### config.mk
export PLATFORM = sky130hd
export DESIGN_NAME = sram_wr_seq
export DESIGN_NICKNAME = d
export VERILOG_FILES = /design/src/rtl/sram_wr_pkg.sv /design/src/rtl/sram_wr_timer.sv /design/src/rtl/sram_wr_pins.sv /design/src/rtl/sram_wr_seq.sv
export SDC_FILE = /design/constraint.sdc
export NUM_CORES = 1
export LEC_CHECK = 0
export ABC_AREA = 1
export BUFFER_PORTS_ARGS = -buffer_cell sky130_fd_sc_hd__buf_2
export CORE_MARGIN = 2
export CORE_UTILIZATION = 45
export DETAILED_ROUTE_END_ITERATION = 10
export PLACE_DENSITY = 0.72
export SETUP_SLACK_MARGIN = 0.2
export SLEW_MARGIN = 10
export SYNTH_ARGS = -nofsm -noshare
export SYNTH_HDL_FRONTEND = slang
export SYNTH_SLANG_ARGS = --single-unit
### constraint.sdc
create_clock -name clk -period 1.5 [get_ports clk]
set_clock_uncertainty 0.15 [all_clocks]
set_input_delay 0.15 -clock clk [delete_from_list [all_inputs] [get_ports clk]]
set_output_delay 0.15 -clock clk [all_outputs]
set_load 0.03 [all_outputs]
### src/rtl/sram_wr_pkg.sv
package sram_wr_pkg;

   typedef enum logic [2:0] {
      PH_IDLE   = 3'd0,
      PH_SETUP  = 3'd1,
      PH_STROBE = 3'd2,
      PH_HOLD   = 3'd3,
      PH_REC    = 3'd4
   } phase_t;

   // ceiling of ps / clock period, never below one cycle
   function automatic int ps_to_cyc(input int ps, input int clk_ps);
      int c;
      c = (ps <= 0) ? 0 : (ps + clk_ps - 1) / clk_ps;
      return (c < 1) ? 1 : c;
   endfunction

   function automatic int imax(input int a, input int b);
      return (a > b) ? a : b;
   endfunction

endpackage

### src/rtl/sram_wr_timer.sv
module sram_wr_timer #(
   parameter int CNT_W = 8
) (
   input  logic             clk,
   input  logic             rst_n,
   input  logic             load,
   input  logic [CNT_W-1:0] load_val,
   output logic [CNT_W-1:0] cnt,
   output logic             zero
);
   always_ff @(posedge clk) begin
      if (!rst_n)
         cnt <= '0;
      else if (load)
         cnt <= load_val;
      else if (cnt != '0)
         cnt <= cnt - 1'b1;
   end

   assign zero = (cnt == '0);
endmodule

### src/rtl/sram_wr_pins.sv
module sram_wr_pins #(
   parameter int ADDR_W    = 15,
   parameter int DATA_W    = 8,
   parameter bit OE_LOW_WR = 1'b1
) (
   input  logic              clk,
   input  logic              rst_n,
   input  logic              take,
   input  logic [ADDR_W-1:0] addr_in,
   input  logic [DATA_W-1:0] data_in,
   input  logic              ev_we_fall,
   input  logic              ev_drv_on,
   input  logic              ev_we_rise,
   input  logic              ev_bus_rel,
   output logic              ce_n,
   output logic              we_n,
   output logic              oe_n,
   output logic [ADDR_W-1:0] addr,
   output logic [DATA_W-1:0] dq_o,
   output logic              dq_oe
);
   always_ff @(posedge clk) begin
      if (!rst_n) begin
         ce_n <= 1'b1;
         we_n <= 1'b1;
         addr <= '0;
         dq_o <= '0;
      end else begin
         if (take) begin
            ce_n <= 1'b0;
            addr <= addr_in;
            dq_o <= data_in;
         end
         if (ev_we_fall) we_n <= 1'b0;
         if (ev_we_rise) we_n <= 1'b1;
         if (ev_bus_rel) ce_n <= 1'b1;
      end
   end

   generate
      if (OE_LOW_WR) begin : g_oe_low
         // memory output must float first: driver waits for ev_drv_on
         always_ff @(posedge clk) begin
            if (!rst_n) begin
               oe_n  <= 1'b1;
               dq_oe <= 1'b0;
            end else begin
               if (take)            oe_n  <= 1'b0;
               else if (ev_we_rise) oe_n  <= 1'b1;
               if (ev_drv_on)       dq_oe <= 1'b1;
               else if (ev_bus_rel) dq_oe <= 1'b0;
            end
         end
         a_r7_off_at_fall: assert property (@(posedge clk) disable iff (!rst_n)
            $fell(we_n) |-> (!dq_oe && !oe_n));
      end else begin : g_oe_high
         // memory output never enabled: drive data from the first phase
         always_ff @(posedge clk) begin
            if (!rst_n) begin
               oe_n  <= 1'b1;
               dq_oe <= 1'b0;
            end else begin
               oe_n <= 1'b1;
               if (take)            dq_oe <= 1'b1;
               else if (ev_bus_rel) dq_oe <= 1'b0;
            end
         end
      end
   endgenerate

   a_r4_we_in_ce: assert property (@(posedge clk) disable iff (!rst_n)
      !we_n |-> !ce_n);
   a_r3_addr_stable: assert property (@(posedge clk) disable iff (!rst_n)
      ($past(!ce_n) && !ce_n) |-> $stable(addr));
   a_r6_drv_at_rise: assert property (@(posedge clk) disable iff (!rst_n)
      $rose(we_n) |-> dq_oe);
   a_r8_ce_after_we: assert property (@(posedge clk) disable iff (!rst_n)
      $rose(ce_n) |-> $past(we_n));
endmodule

### src/rtl/sram_wr_seq.sv
module sram_wr_seq
   import sram_wr_pkg::*;
#(
   parameter int ADDR_W     = 15,
   parameter int DATA_W     = 8,
   parameter int CNT_W      = 8,
   parameter int CLK_PS     = 8000,
   parameter bit OE_LOW_WR  = 1'b1,
   parameter int T_WC_PS    = 10000,
   parameter int T_SCE_PS   = 9000,
   parameter int T_AW_PS    = 9000,
   parameter int T_SA_PS    = 0,
   parameter int T_HA_PS    = 0,
   parameter int T_PWE_OELO = 8000,
   parameter int T_PWE_OEHI = 6500,
   parameter int T_SD_PS    = 7000,
   parameter int T_HD_PS    = 0,
   parameter int T_HZWE_PS  = 6000
) (
   input  logic              clk,
   input  logic              rst_n,
   input  logic              req_valid,
   output logic              req_ready,
   input  logic [ADDR_W-1:0] req_addr,
   input  logic [DATA_W-1:0] req_data,
   output logic              sram_ce_n,
   output logic              sram_we_n,
   output logic              sram_oe_n,
   output logic [ADDR_W-1:0] sram_addr,
   output logic [DATA_W-1:0] sram_dq_o,
   output logic              sram_dq_oe
);
   localparam int N_SA   = ps_to_cyc(T_SA_PS, CLK_PS);
   localparam int N_HA   = ps_to_cyc(T_HA_PS, CLK_PS);
   localparam int N_AW   = ps_to_cyc(T_AW_PS, CLK_PS);
   localparam int N_SCE  = ps_to_cyc(T_SCE_PS, CLK_PS);
   localparam int N_PWE  = ps_to_cyc(OE_LOW_WR ? T_PWE_OELO : T_PWE_OEHI, CLK_PS);
   localparam int N_SD   = ps_to_cyc(T_SD_PS, CLK_PS);
   localparam int N_HD   = ps_to_cyc(T_HD_PS, CLK_PS);
   localparam int N_HZ   = ps_to_cyc(T_HZWE_PS, CLK_PS);
   localparam int N_WC   = ps_to_cyc(T_WC_PS, CLK_PS);
   localparam int N_SU   = N_SA;
   localparam int N_ST_A = imax(N_PWE, imax(N_AW - N_SU, N_SCE - N_SU));
   localparam int N_ST   = imax(N_ST_A, OE_LOW_WR ? (N_HZ + N_SD) : N_SD);
   localparam int N_HOLD = imax(N_HD, N_HA);
   localparam int N_REC  = imax(1, N_WC - (N_SU + N_ST + N_HOLD + 1));
   localparam int N_MAX  = imax(imax(N_SU, N_ST), imax(N_HOLD, N_REC));

   if (ADDR_W < 1 || DATA_W < 1) begin : g_bad_width
      $error("sram_wr_seq: widths must be positive");
   end
   if (CLK_PS < 1) begin : g_bad_clk
      $error("sram_wr_seq: clock period must be positive");
   end
   if (N_MAX > (2 ** CNT_W) - 1) begin : g_bad_cnt
      $error("sram_wr_seq: CNT_W too narrow for derived counts");
   end

   phase_t           ph, ph_nx;
   logic             t_load, t_zero;
   logic [CNT_W-1:0] t_val, t_cnt;
   logic             take, ev_we_fall, ev_drv_on, ev_we_rise, ev_bus_rel;

   assign req_ready = (ph == PH_IDLE);
   assign take      = req_valid && req_ready;

   always_comb begin
      ph_nx      = ph;
      t_load     = 1'b0;
      t_val      = '0;
      ev_we_fall = 1'b0;
      ev_drv_on  = 1'b0;
      ev_we_rise = 1'b0;
      ev_bus_rel = 1'b0;
      case (ph)
         PH_IDLE: if (take) begin
            ph_nx  = PH_SETUP;
            t_load = 1'b1;
            t_val  = CNT_W'(N_SU - 1);
         end
         PH_SETUP: if (t_zero) begin
            ph_nx      = PH_STROBE;
            t_load     = 1'b1;
            t_val      = CNT_W'(N_ST - 1);
            ev_we_fall = 1'b1;
         end
         PH_STROBE: begin
            ev_drv_on = (t_cnt == CNT_W'(N_ST - N_HZ));
            if (t_zero) begin
               ph_nx      = PH_HOLD;
               t_load     = 1'b1;
               t_val      = CNT_W'(N_HOLD - 1);
               ev_we_rise = 1'b1;
            end
         end
         PH_HOLD: if (t_zero) begin
            ph_nx      = PH_REC;
            t_load     = 1'b1;
            t_val      = CNT_W'(N_REC - 1);
            ev_bus_rel = 1'b1;
         end
         PH_REC: if (t_zero) ph_nx = PH_IDLE;
         default: ph_nx = PH_IDLE;
      endcase
   end

   always_ff @(posedge clk) begin
      if (!rst_n) ph <= PH_IDLE;
      else        ph <= ph_nx;
   end

   sram_wr_timer #(.CNT_W(CNT_W)) u_timer (
      .clk(clk), .rst_n(rst_n), .load(t_load), .load_val(t_val),
      .cnt(t_cnt), .zero(t_zero)
   );

   sram_wr_pins #(.ADDR_W(ADDR_W), .DATA_W(DATA_W), .OE_LOW_WR(OE_LOW_WR)) u_pins (
      .clk(clk), .rst_n(rst_n), .take(take), .addr_in(req_addr),
      .data_in(req_data), .ev_we_fall(ev_we_fall), .ev_drv_on(ev_drv_on),
      .ev_we_rise(ev_we_rise), .ev_bus_rel(ev_bus_rel),
      .ce_n(sram_ce_n), .we_n(sram_we_n), .oe_n(sram_oe_n),
      .addr(sram_addr), .dq_o(sram_dq_o), .dq_oe(sram_dq_oe)
   );

   a_r2_ready_idle: assert property (@(posedge clk) disable iff (!rst_n)
      req_ready |-> (sram_ce_n && sram_we_n));
   a_r3_ce_before_we: assert property (@(posedge clk) disable iff (!rst_n)
      $fell(sram_we_n) |-> $past(!sram_ce_n));
   a_r2_busy_after_take: assert property (@(posedge clk) disable iff (!rst_n)
      take |=> !req_ready);
endmodule

Word-level counts from Yosys, hierarchy flattened
Index checks and enable logic that the tools add are counted.
{"block": "op_classes", "bitwise_logic": 1, "n_eq_ne": 10, "reduce_logical": 11, "n_mux": 21, "n_addsub": 1}
{"op": "8-bit two-way mux", "count": 2}
{"op": "3-bit two-way mux", "count": 5}
{"op": "3-bit case mux with 5 select lines", "count": 1}
{"op": "1-bit two-way mux", "count": 12}
{"op": "8-bit by 1-bit == test with 1-bit output (second input constant)", "count": 1}
{"op": "8-bit logical NOT", "count": 1}
{"op": "2-bit != test (second input constant)", "count": 4}
{"op": "8-bit nonzero test", "count": 1}
{"op": "8-bit by 1-bit subtractor with 8-bit output (second input constant)", "count": 1}
{"op": "3-bit by 2-bit == test with 1-bit output (second input constant)", "count": 2}
{"op": "2-bit nonzero test", "count": 3}
{"op": "5-bit AND reduction", "count": 1}
{"op": "2-bit OR reduction", "count": 2}
{"op": "3-bit by 1-bit == test with 1-bit output (second input constant)", "count": 1}
{"op": "3-bit == test (second input constant)", "count": 1}
{"op": "3-bit logical NOT", "count": 1}
{"op": "3-bit OR reduction", "count": 1}
{"op": "2-bit by 1-bit != test with 1-bit output (second input constant)", "count": 1}
{"op": "1-bit case mux with 2 select lines", "count": 1}
{"op": "1-bit logical AND", "count": 1}
{"op": "1-bit inverter", "count": 1}
{"block": "totals", "input_bits": 26, "ff_bits": 38, "wordCells": 52, "out_inout_bits": 28}

Logic depth before layout (Yosys ltp)
{"block": "depth", "word_depth": 5, "depth_mapped": 9, "mapped_depth_nobuf": 9}

By module
A second synthesis with hierarchy kept.
{"block": "hier_totals", "hier_cells": 275, "area_unflattened_um2": 1818.0}
{"module": "sram_wr_pins", "instances": 1, "area_each_um2": 1078.5, "seq_area_each_um2": 540.5, "cells_each": 162}
{"module": "sram_wr_timer", "instances": 1, "area_each_um2": 478.0, "seq_area_each_um2": 160.2, "cells_each": 70}
{"module": "sram_wr_seq", "instances": 1, "area_each_um2": 261.5, "seq_area_each_um2": 60.1, "cells_each": 43}

Least setup slack after synthesis
Ideal clock, no wire load.
{"block": "synth_path", "path_type": "register to register", "startpoint": "register u_timer.cnt[0]", "endpoint": "register u_timer.cnt[1]", "synth_period_minus_slack_ns": 1.407, "setup_ns": 0.115, "t_required_ns": 1.235, "setup_slack_ns": 0.093, "path_stages_with_launch": 9, "t_arrival_ns": 1.142, "path_buffers": 0, "cell_sequence": "dfxtp_1 -> inv_1 -> ha_1 -> inv_1 -> nor2_2 -> nand2_4 -> nand2_2 -> nor2_1 -> o21a_1"}
{"block": "synth_via", "elab_chain_cells": 4, "elab_cells_between_ends": 8, "classes_between": "1 x add/sub; 4 x mux; 3 x reduce/logical"}
{"item": "start: declaration", "line_no": "sram_wr_timer.sv:8", "rtl": "output logic [CNT_W-1:0] cnt,"}
{"item": "start signal: assignment", "line_no": "sram_wr_timer.sv:15", "rtl": "cnt <= load_val;"}
{"item": "start signal: assignment", "line_no": "sram_wr_timer.sv:17", "rtl": "cnt <= cnt - 1'b1;"}
{"item": "parallel branches: the longest is 4 deep, another holds 8-bit by 1-bit subtractor with 8-bit output"}
Several ways; the timed one is not identified. The select of a mux whose other input is x is not followed.
A chain may end at the register's enable or synchronous reset.

Final worst setup path
{"block": "layout_path", "startpoint": "register ph[1]", "endpoint": "register u_pins.addr[0]"}
{"block": "layout_via", "elab_chain_cells": 2}
{"item": "start: declaration", "line_no": "sram_wr_seq.sv:59", "rtl": "phase_t ph, ph_nx;"}
{"item": "start signal: assignment", "line_no": "sram_wr_seq.sv:109", "rtl": "else ph <= ph_nx;"}
{"item": "3-bit logical NOT", "line_no": "sram_wr_seq.sv:64", "rtl": "assign req_ready = (ph == PH_IDLE);"}
{"item": "1-bit logical AND", "line_no": "sram_wr_seq.sv:65", "rtl": "assign take = req_valid && req_ready;"}
{"item": "end signal: assignment", "line_no": "sram_wr_pins.sv:31", "rtl": "addr <= addr_in;"}
{"item": "end: declaration", "line_no": "sram_wr_pins.sv:18", "rtl": "output logic [ADDR_W-1:0] addr,"}
No other way between the ends.

==> results by group <==
Final layout
  • Most frequent cells in the layout: 52 x nand2_1, 52 x buf_2, 33 x dfxtp_1
  • Fin util: 0.7837
  • Final layout net count: 355
  • Ratio of cells with drive above 1 in the final layout: 0.5107
  • Post-route insts no fill: 375
  • Fill cell count: 251
  • Ant diodes: 0
  • Area occupied by multi-input gates: 1072 sq um
  • Area delta synth->final: 66.88%
  • Total area of sequential cells: 769.5 sq um

Flow run
  • Max-Cap Viols: 0

Global route
  • First-pass GRT wire length: 7127 um
  • GR Util met2: 0.3636
  • Initial antenna violation count: 0
  • Global routing met3 resource utilization: 0.03918
  • Vias in the first global route: 1656
  • Global-route usage over all layers: 0.2084
  • Largest net degree at the start of global routing: 25
  • GR Util met1: 0.2612
  • Grt total ovfl: 0
  • Busiest grt layer: met2

Place
  • Gpl congestion: 0.8469
  • Buffers on Ports: 53
  • DP Wirelength: 2828 um
  • # placed instances: 324

Clocking
  • Clock Path Buffers: 2
  • Number of buffers created by CTS: 5
  • Clock slew seen by the registers of the worst setup and hold paths: 80 ps
  • Htree depth: 2
  • CTS tree: built
  • CTS root buf: clkbuf_8
  • Skew-Pair Late Insertion Delay: 280 ps
  • Clock Sink Count: 38

Critical path
  • WS Path Type: flip-flop to flip-flop
  • Worst path required time: 1550 ps
  • Startpoint Class: flip-flop
  • Crit-path max FO: 15
  • CP Capture Type: flip-flop
  • Worst path arrival time: 1530 ps

Power
  • Leakage: 1.334 nW
  • Peak supply drop: 1051 uV
  • Power per Cell Area: 1944 nW/um^2

Detailed routing
  • Pre-Repair DR Iteration Count: 4
  • # DRC: 0
  • DR vias/cell: 5.059
  • Routed Antenna Nets: 0
  • WL final: 5591 um
  • Routed len/inst: 14.91 um
  • Starting DRT DRC Count: 112
  • Via Count: 1897

Synth
  • Unique masters post-synth: 32
  • Synthesis-stage register bit count: 38
  • Main flop type after synthesis: dfxtp_1
  • Post-synthesis sequential area ratio: 0.4425
  • Synth area leader: dfxtp_1
  • Synth Warn #: 0
  • Mapped cell area: 1719 sq um
  • Post-synth EDFFs: 0
  • Synthesized Nets: 256
  • Mapped Cells: 227
  • Proportion of netlist area held by the largest area contributor: 0.4425
  • Synth area leaders: dfxtp_1 44%, nand2_1 15%, a21oi_1 8.4%
  • Ys async rst share: 0
  • Avg Inst Size Synth: 7.573 sq um

Timing
  • RSZ-0062 raised after global routing: yes
  • Hold Vio Cnt, Final: 0
  • Final setup fails: 0
  • Hold_ws: 54.56 ps
  • Fmax: 0.6737 GHz
  • Slew @ Worst Pin: 347.7 ps
  • Tmin final: 1484 ps
  • Slew Limit Fails: 0
  • Worst slew margin: 0.7682
  • Fin crit share: 0.9895

Floorplan
  • Die Ht: 65.81 um
  • Row count: 22
  • # IOs: 54
  • Initial core utilization: 0.4696
  • Total die area: 4331 sq um
  • Core Area: 3661 sq um
  • Die X: 65.81 um

Run status
  • Outcome: finished, final reports clean

Worst hold path
  • Hold WC Path Type: input pin to flip-flop
-- routing by layer --
layer | routed length, um | vias up
li1 | - | 925
met1 | 2313 | 898
met2 | 2944 | 60
met3 | 210 | 14
met4 | 121 | 0
met5 | 0 | -
-- per-stage QoR --
stage | setup TNS [ps] | power (mW) | instance area [sq um] | setup slack, ps
6_report | 0 | 5.578 | 2869 | 15.75
4_1_cts | 0 | 4.961 | 2546 | 141.4
3_5_place_dp | 0 | 3.740 | 2044 | 72.73
5_1_grt | -112.2 | 5.897 | 2869 | -87.22
3_3_place_gp | 0 | 3.703 | 2044 | 84.39
2_1_floorplan | 0 | 3.269 | 1749 | 210.2
-- cell usage after synthesis (2+ instances only) --
cell / n
nor2_1: 10
nor2_2: 5
nand3_1: 13
o21ai_1: 2
nor3_1: 4
a21oi_1: 29
o21ai_0: 4
buf_4: 2
inv_2: 3
inv_1: 17
nor2_4: 2
nand2_2: 4
buf_2: 3
dfxtp_1: 38
a21oi_2: 3
nand2_1: 70
ha_1: 3
-- power breakdown --
part | internal, mW | switching (mW) | total, mW | leakage, nW
clock network | 0.370 | 0.371 | 0.740 | 0.0472
registers | 1.25 | 0.202 | 1.46 | 0.314
logic | 1.37 | 2.01 | 3.38 | 0.973
-- kinds of logic after synthesis --
logic type	share of synthesized area
xor+xnor	0.005096
simple gates	0.3057
fa+ha+maj	0.02184
compound gates	0.1310
buf+inv	0.09388
flops	0.4425
-- layout make-up --
class                      count  share of cell area
clock buffer                   6             0.02878
inverter                      21             0.03271
multi-input combinational    159              0.3737
timing repair buffer         101              0.2713
sequential                    38              0.2682
tap                           48             0.02093
clock inverter                 2            0.004361
-- final timing paths --
check                      startpoint                           to  slack (ps)  cells after the start
max                ph[1]$_SDFFE_PN0P_  u_pins.addr[0]$_SDFFE_PN0P_          20                      5
min                             rst_n  u_timer.cnt[1]$_SDFFE_PN0P_          50                      2
max reg2reg        ph[1]$_SDFFE_PN0P_  u_pins.addr[0]$_SDFFE_PN0P_          20                      5
min reg2reg  u_pins.we_n$_SDFFE_PP1P_     u_pins.we_n$_SDFFE_PP1P_         300                      2
-- worst max-delay path: stages, from the launching register on --
cell and delay (ps):
dfxtp_1 390, inv_2 100, nand3_4 180, buf_4 260
nand2_1 110, a21oi_1 210
-- repair_timing --
action	in CTS	in global routing
pin swaps	10	24
cloned	0	2
endpoints found under the hold margin	24	0
endpoints found under the setup margin	33	37
resized for setup	24	59
setup buffers	9	8
hold buffers	24	0
-- registers in the layout (all words and copies together), names as in the netlist --
name and flops:
u_timer.cnt 8, u_pins.oe_n 1, u_pins.addr 15, u_pins.dq_o 8, u_pins.we_n 1, u_pins.ce_n 1, ph 3, u_pins.dq_oe 1
No activity file was read; power rests on OpenSTA's default activity.
